--- src/rtl/sfe_pkg.sv ---
package sfe_pkg;

    localparam int OP_W  = 8;
    localparam int IDX_W = $clog2(OP_W);

    localparam logic [OP_W-1:0] OP_ARM        = 8'h06;
    localparam logic [OP_W-1:0] OP_DISARM     = 8'h04;
    localparam logic [OP_W-1:0] OP_STAT_RD    = 8'h05;
    localparam logic [OP_W-1:0] OP_STAT_WR    = 8'h01;
    localparam logic [OP_W-1:0] OP_PROG       = 8'h02;
    localparam logic [OP_W-1:0] OP_ERASE_BLK  = 8'h20;
    localparam logic [OP_W-1:0] OP_ERASE_ALL  = 8'h60;
    localparam logic [OP_W-1:0] OP_LOCK_SEC   = 8'h36;
    localparam logic [OP_W-1:0] OP_UNLOCK_SEC = 8'h39;

    localparam int ST_BUSY_BIT = 0;
    localparam int ST_ARM_BIT  = 1;

    // Opcodes that need the write-arm latch.
    function automatic logic is_guarded(input logic [OP_W-1:0] op);
        return op inside {OP_STAT_WR, OP_PROG, OP_ERASE_BLK, OP_ERASE_ALL,
                          OP_LOCK_SEC, OP_UNLOCK_SEC};
    endfunction

    // Guarded opcodes that start the internal busy period.
    function automatic logic is_timed(input logic [OP_W-1:0] op);
        return op inside {OP_PROG, OP_ERASE_BLK, OP_ERASE_ALL};
    endfunction

    typedef struct packed {
        logic              sck;
        logic              sel;
        logic [OP_W-1:0]   sh;
        logic [IDX_W-1:0]  idx;
        logic [OP_W-1:0]   op;
        logic              op_ok;
        logic              abort;
    } rx_st_t;

    typedef struct packed {
        logic              oe;
        logic [OP_W-1:0]   sr;
    } tx_st_t;

endpackage

--- src/rtl/sfe_spi_rx.sv ---
module sfe_spi_rx
    import sfe_pkg::*;
(
    input  logic             clk,
    input  logic             rst_n,
    input  logic             cs_n,
    input  logic             sck,
    input  logic             mosi,
    input  logic             pause_n,
    output logic             live,
    output logic             fall_ev,
    output logic             cmd_end,
    output logic             pause_abort,
    output logic [OP_W-1:0]  op,
    output logic             op_ok,
    output logic             on_boundary
);

    rx_st_t q, d;
    logic   rise_ev;

    always_comb begin
        live        = !cs_n && pause_n && !q.abort;
        rise_ev     = live && sck && !q.sck;
        fall_ev     = live && !sck && q.sck;
        cmd_end     = cs_n && q.sel && !q.abort;
        pause_abort = !cs_n && !q.abort && !pause_n;

        d     = q;
        d.sck = sck;
        d.sel = !cs_n;
        if (cs_n) begin
            d.idx   = '0;
            d.op_ok = 1'b0;
            d.abort = 1'b0;
            d.sh    = '0;
        end else if (pause_abort) begin
            d.abort = 1'b1;
        end else if (rise_ev) begin
            d.sh  = {q.sh[OP_W-2:0], mosi};
            d.idx = q.idx + IDX_W'(1);
            if ((q.idx == IDX_W'(OP_W - 1)) && !q.op_ok) begin
                d.op_ok = 1'b1;
                d.op    = {q.sh[OP_W-2:0], mosi};
            end
        end
    end

    always_ff @(posedge clk or negedge rst_n) begin
        if (!rst_n) q <= '0;
        else        q <= d;
    end

    assign op          = q.op;
    assign op_ok       = q.op_ok;
    assign on_boundary = (q.idx == '0);

    // once the opcode is captured it holds for the rest of the transaction
    p_op_hold_r9: assert property (@(posedge clk) disable iff (!rst_n)
        (q.op_ok && $past(q.op_ok)) |-> $stable(q.op));

    // deselect always discards the partial opcode
    p_deselect_clears_r5: assert property (@(posedge clk) disable iff (!rst_n)
        cs_n |=> (!q.op_ok && !q.abort));

endmodule

--- src/rtl/sfe_arm_ctrl.sv ---
module sfe_arm_ctrl
    import sfe_pkg::*;
#(
    parameter int BUSY_CYCLES = 64
) (
    input  logic             clk,
    input  logic             rst_n,
    input  logic             cmd_end,
    input  logic             pause_abort,
    input  logic [OP_W-1:0]  op,
    input  logic             op_ok,
    input  logic             on_boundary,
    output logic             armed,
    output logic             busy
);

    localparam int TW = $clog2(BUSY_CYCLES + 1);

    typedef struct packed {
        logic          armed;
        logic [TW-1:0] tmr;
    } arm_st_t;

    arm_st_t q, d;

    always_comb begin
        busy = (q.tmr != '0);
        d    = q;
        if (busy) begin
            d.tmr = q.tmr - TW'(1);
            if (q.tmr == TW'(1)) d.armed = 1'b0;
        end else if (cmd_end && op_ok) begin
            if (op == OP_ARM) begin
                if (on_boundary) d.armed = 1'b1;
            end else if (op == OP_DISARM) begin
                if (on_boundary) d.armed = 1'b0;
            end else if (is_guarded(op) && q.armed) begin
                if (is_timed(op) && on_boundary) d.tmr   = TW'(BUSY_CYCLES);
                else                             d.armed = 1'b0;
            end
        end else if (pause_abort && op_ok && is_guarded(op)) begin
            d.armed = 1'b0;
        end
    end

    always_ff @(posedge clk or negedge rst_n) begin
        if (!rst_n) q <= '0;
        else        q <= d;
    end

    assign armed = q.armed;

    // the latch only rises at the end of an arm command
    p_arm_source_r2: assert property (@(posedge clk) disable iff (!rst_n)
        (q.armed && !$past(q.armed)) |-> ($past(cmd_end) && ($past(op) == OP_ARM)));

    // a busy period only starts from an armed state
    p_busy_needs_arm_r3: assert property (@(posedge clk) disable iff (!rst_n)
        $rose(busy) |-> $past(q.armed));

    // the latch is clear once the busy period ends
    p_expiry_disarms_r6: assert property (@(posedge clk) disable iff (!rst_n)
        $fell(busy) |-> !q.armed);

    // a short command does not touch the latch
    p_short_keeps_r5: assert property (@(posedge clk) disable iff (!rst_n)
        (cmd_end && !op_ok && !busy) |=> $stable(q.armed));

    // nothing sets the latch while busy
    p_busy_blocks_r7: assert property (@(posedge clk) disable iff (!rst_n)
        busy |=> !(q.armed && !$past(q.armed)));

endmodule

--- src/rtl/sfe_stat_tx.sv ---
module sfe_stat_tx
    import sfe_pkg::*;
(
    input  logic             clk,
    input  logic             rst_n,
    input  logic             live,
    input  logic             fall_ev,
    input  logic             rd_sel,
    input  logic             on_boundary,
    input  logic [OP_W-1:0]  stat_byte,
    output logic             miso,
    output logic             miso_oe
);

    tx_st_t q, d;

    always_comb begin
        d = q;
        if (!live) begin
            d.oe = 1'b0;
        end else if (fall_ev && rd_sel) begin
            d.oe = 1'b1;
            d.sr = on_boundary ? stat_byte : {q.sr[OP_W-2:0], 1'b0};
        end
    end

    always_ff @(posedge clk or negedge rst_n) begin
        if (!rst_n) q <= '0;
        else        q <= d;
    end

    assign miso    = q.sr[OP_W-1];
    assign miso_oe = q.oe;

    // R11 (and R8): MISO is released the cycle after the link goes idle or pauses
    p_release_r11: assert property (@(posedge clk) disable iff (!rst_n)
        !live |=> !q.oe);

    // MISO is only driven under a fully received status-read opcode
    p_drive_rdsr_r9: assert property (@(posedge clk) disable iff (!rst_n)
        q.oe |-> rd_sel);

    // a boundary reload captures the pre-edge status
    p_reload_r10: assert property (@(posedge clk) disable iff (!rst_n)
        (live && fall_ev && rd_sel && on_boundary) |=> (q.sr == $past(stat_byte)));

endmodule

--- src/rtl/sfe_cmd_front.sv ---
module sfe_cmd_front
    import sfe_pkg::*;
#(
    parameter int BUSY_CYCLES = 64
) (
    input  logic clk,
    input  logic rst_n,
    input  logic cs_n,
    input  logic sck,
    input  logic mosi,
    input  logic pause_n,
    output logic miso,
    output logic miso_oe,
    output logic wr_armed,
    output logic busy
);

    logic             live;
    logic             fall_ev;
    logic             cmd_end;
    logic             pause_abort;
    logic [OP_W-1:0]  op;
    logic             op_ok;
    logic             on_boundary;
    logic             rd_sel;
    logic [OP_W-1:0]  stat_byte;

    sfe_spi_rx u_rx (
        .clk         (clk),
        .rst_n       (rst_n),
        .cs_n        (cs_n),
        .sck         (sck),
        .mosi        (mosi),
        .pause_n     (pause_n),
        .live        (live),
        .fall_ev     (fall_ev),
        .cmd_end     (cmd_end),
        .pause_abort (pause_abort),
        .op          (op),
        .op_ok       (op_ok),
        .on_boundary (on_boundary)
    );

    sfe_arm_ctrl #(.BUSY_CYCLES(BUSY_CYCLES)) u_arm (
        .clk         (clk),
        .rst_n       (rst_n),
        .cmd_end     (cmd_end),
        .pause_abort (pause_abort),
        .op          (op),
        .op_ok       (op_ok),
        .on_boundary (on_boundary),
        .armed       (wr_armed),
        .busy        (busy)
    );

    always_comb begin
        rd_sel                 = op_ok && (op == OP_STAT_RD);
        stat_byte              = '0;
        stat_byte[ST_ARM_BIT]  = wr_armed;
        stat_byte[ST_BUSY_BIT] = busy;
    end

    sfe_stat_tx u_tx (
        .clk         (clk),
        .rst_n       (rst_n),
        .live        (live),
        .fall_ev     (fall_ev),
        .rd_sel      (rd_sel),
        .on_boundary (on_boundary),
        .stat_byte   (stat_byte),
        .miso        (miso),
        .miso_oe     (miso_oe)
    );

endmodule

--- config.mk ---
export PLATFORM = sky130hd
export DESIGN_NAME = sfe_cmd_front
export DESIGN_NICKNAME = d
export VERILOG_FILES = /design/src/rtl/sfe_pkg.sv /design/src/rtl/sfe_spi_rx.sv /design/src/rtl/sfe_arm_ctrl.sv /design/src/rtl/sfe_stat_tx.sv /design/src/rtl/sfe_cmd_front.sv
export SDC_FILE = /design/constraint.sdc
export NUM_CORES = 1
export LEC_CHECK = 0
export BUFFER_PORTS_ARGS = -buffer_cell sky130_fd_sc_hd__buf_2
export CORE_MARGIN = 10
export CORE_UTILIZATION = 55
export CTS_CLUSTER_DIAMETER = 120
export DETAILED_ROUTE_END_ITERATION = 7
export PLACE_DENSITY = 0.7
export SETUP_SLACK_MARGIN = 0.02
export SLEW_MARGIN = 20
export SYNTH_ARGS = -nofsm -noshare
export SYNTH_HDL_FRONTEND = slang
export SYNTH_HIERARCHICAL = 1
export SYNTH_SLANG_ARGS = --single-unit
--- constraint.sdc ---
create_clock -name clk -period 1.9 [get_ports clk]
set_input_delay 0.19 -clock clk [delete_from_list [all_inputs] [get_ports clk]]
set_output_delay 0.19 -clock clk [all_outputs]
set_load 0.005 [all_outputs]
==> results by group <==
Power and ir drop
  – Power Density: 700 nW/µm²
  – VDD IR max: 0.475 mV
  – Leak pwr: 0.00107 µW

GRT
  – First-pass GRT wire length: 6.34 mm
  – Largest net degree at the start of global routing: 40
  – Gr usage total: 0.125
  – Overflow after GRT: 0
  – Initial antenna violation count: 0
  – Vias in the first global route: 1,410

Placed design
  – RePlAce Congestion: 0.857
  – Dpl hpwl: 2.57 mm
  – Placed Cells: 221
  – I/O Buffers: 9

Setup path
  – Worst r2r src: u_arm/q[4]$_DFFE_PN0P_
  – CP startpoint: u_arm/q[4]$_DFFE_PN0P_
  – CP Data Arrival Time: 1.60 ns
  – CP required: 1.71 ns
  – Crit Path Max Fanout: 5
  – Crit. End Element: output port
  – Nature of the critical path startpoint: flop
  – Critical path class: reg -> out

Yosys
  – Synth Warn #: 6
  – Netlist cell types: 45
  – Avg Inst Size Synth: 11.6 µm²
  – Post-synth top area share: 0.486
  – Sequential share of the synthesized area: 0.486
  – Cell area after synthesis: 2010 µm²
  – Yosys top cell by area: dfrtp_1
  – Yosys reg bits: 39
  – Post-Synthesis Cells: 173
  – Ranking of synthesized cells by area: dfrtp_1, mux2_2, a22o_1

Clock tree
  – Clock buffer depth: 2
  – CTS tree: done
  – H-tree Lvls: 2
  – CTS Buf Count: 5
  – Clk_lat worst skew: 0.29 ns
  – Clk root buf: clkbuf_8
  – Clock slew at reported path FFs: 0.07 ns
  – CTS sink cnt: 39

STA
  – Max Clock Freq: 558 MHz
  – Period utilization: 0.944
  – Setup violations, final: 0
  – Endpoints failing hold: 0
  – Slew Limit Fails: 0
  – Setup TNS: 0 ns
  – Worst-Margin Slew: 0.853 ns
  – RSZ-0062 raised after global routing: no
  – Clock skew: 0.00630 ns
  – Tmin final: 1.79 ns
  – Worst rel slew slack: 0.432

Routing
  – Met1 WL: 1.67 mm
  – Drt total wl: 3.74 mm
  – Wire length on met2: 1.89 mm
  – Vias per inst: 5.88
  – Vias: 1,369
  – Routed WL per cell: 16.1 µm
  – Pre-Repair DR Iteration Count: 4
  – Residual DRC: 0
  – Antenna Nets Post-Route: 0
  – Drt initial violations: 81
  – Routed length on met3: 131 µm
  – Highest routed layer: met4

Finish
  – Layout cell share with drive strength beyond 1: 0.251
  – Layout area overhead: 8.10%
  – Leading cell type in the layout, fill and taps excluded: dfrtp_1
  – Nets: 197
  – Fin cells: 233
  – Commonest cells after routing, fill and taps aside: dfrtp_1, a22o_1, a21oi_1
  – Inserted Diodes: 0

Floorplan
  – Die X-Extent: 80.4 µm
  – Num rows: 21
  – Die Ht: 80.4 µm
  – Die area: 6460 µm²
  – Starting density of the core: 0.583
  – Core Box Area: 3440 µm²
  – IO Pins: 10

Run
  – Maxcap violations: 0

Min path
  – Hold Crit Class: in -> async

Outcome
  – Status: finished, final reports clean
-- worst paths after layout --
check                                     endpoint  slack (ns)  depth (start not counted)
hold reg to reg             u_arm/q[5]$_DFFE_PN0P_        0.48                          1
min in group clk              u_rx/q[22]$_DFF_PN0_        0.04                          1
hold / removal              u_arm/q[3]$_DFFE_PN0P_       0.008                          1
max in group asynchronous  u_arm/armed$_DFFE_PN0P_        1.35                          1
setup / recovery                              busy        0.11                          4
setup reg to reg           u_arm/armed$_DFFE_PN0P_        0.11                          5
-- report_power, final --
| group | switching, µW | total, µW | internal (µW) | leakage [µW] |
|---|---|---|---|---|
| Combinational | 48.0 | 70.7 | 22.8 | 0.000497 |
| Sequential | 4.15 | 839 | 835 | 0.000524 |
| Clock | 278 | 610 | 331 | 0.0000515 |
| Total | 330 | 1520 | 1190 | 0.00107 |
-- cell usage after synthesis --
cell        n
nand4_4     1
nor4_1      2
nor3_1      3
nor4bb_1    2
buf_4       9
or4_4       1
nand2b_1    2
clkbuf_2    1
inv_2       1
dfrtp_1    39
nor3b_4     1
xor2_1      1
or4_1       1
o31ai_1     3
o21ai_0     7
nor2b_1     3
o211ai_1    2
nand3_1     1
and2b_1     1
xnor2_1     1
nor4b_2     1
a21oi_2     1
buf_2       1
and2_2      1
a22o_1     10
ha_1        5
buf_6       4
a31oi_1     7
mux2_4      2
nor3b_1     1
nand2_1     4
conb_1      1
nor3_4      1
inv_1       9
a21oi_1    10
nor2_1      7
mux2i_1     8
o211a_1     1
and4b_1     1
nand4_1     3
mux2_2      8
and3_4      1
and3b_2     1
a211o_1     1
o2111ai_1   2
-- flip-flops by register name, summed over array words and instances, names as in the netlist --
register / count
u_tx/q: 7
u_tx/miso_oe: 1
u_rx/op_ok: 1
u_rx/q: 13
u_tx/miso: 1
u_rx/op: 8
u_arm/armed: 1
u_arm/q: 7
-- logic make-up (layout without fill, tap and decap cells) --
logic type,after synthesis,count (layout),synth area share
AND/OR/NAND/NOR,39,39,0.143
XOR/XNOR,2,2,0.00873
adder cells (fa/ha/maj),5,5,0.0312
flip-flops,39,39,0.486
buffers and inverters,25,34,0.0798
multiplexers,18,18,0.0998
other,1,6,0.00187
AO/OA/AOI/OAI,44,44,0.149
-- worst max-delay path, cell delays in order (launching register included) --
cell and delay, ns:
dfrtp_1 0.39, or4_4 0.56, nor3_4 0.16, inv_2 0.08, buf_2 0.13
-- per-layer routing --
layer,track usage,vias to the layer above
li1,-,652
met1,0.144,686
met2,0.206,27
met3,0.0301,4
met4,0.0722,0
met5,0,-
-- through the flow --
step	power, µW	hold WS [ns]	cell area [µm²]	worst slack (ns)	utilization
after detailed placement	928	0.331	2030	0.119	0.589
final	1520	0.00768	2170	0.106	0.630
after floorplan	900	-0.106	2030	0.238	-
after CTS	1530	0.0260	2150	0.0182	0.625
after global routing	1580	0.0270	2170	0.00732	0.630
after global placement	925	0.325	2030	0.182	0.589
-- final cells by class --
type / instances / area [µm²]
tap: 46 / 57.6
clock buffer: 8 / 100
timing repair buffer: 16 / 97.6
multi-input combinational: 114 / 901
inverter: 10 / 37.5
sequential: 39 / 976
fill: 285 / 1270
-- timing repair --
item,4_1_cts,5_1_grt
hold buffers,0,0
pin swaps,2,1
setup endpoints to repair,1,2
resized for setup,1,3
setup buffers,3,1
hold endpoints to repair,0,0
No activity file was read; power rests on OpenSTA's default activity.
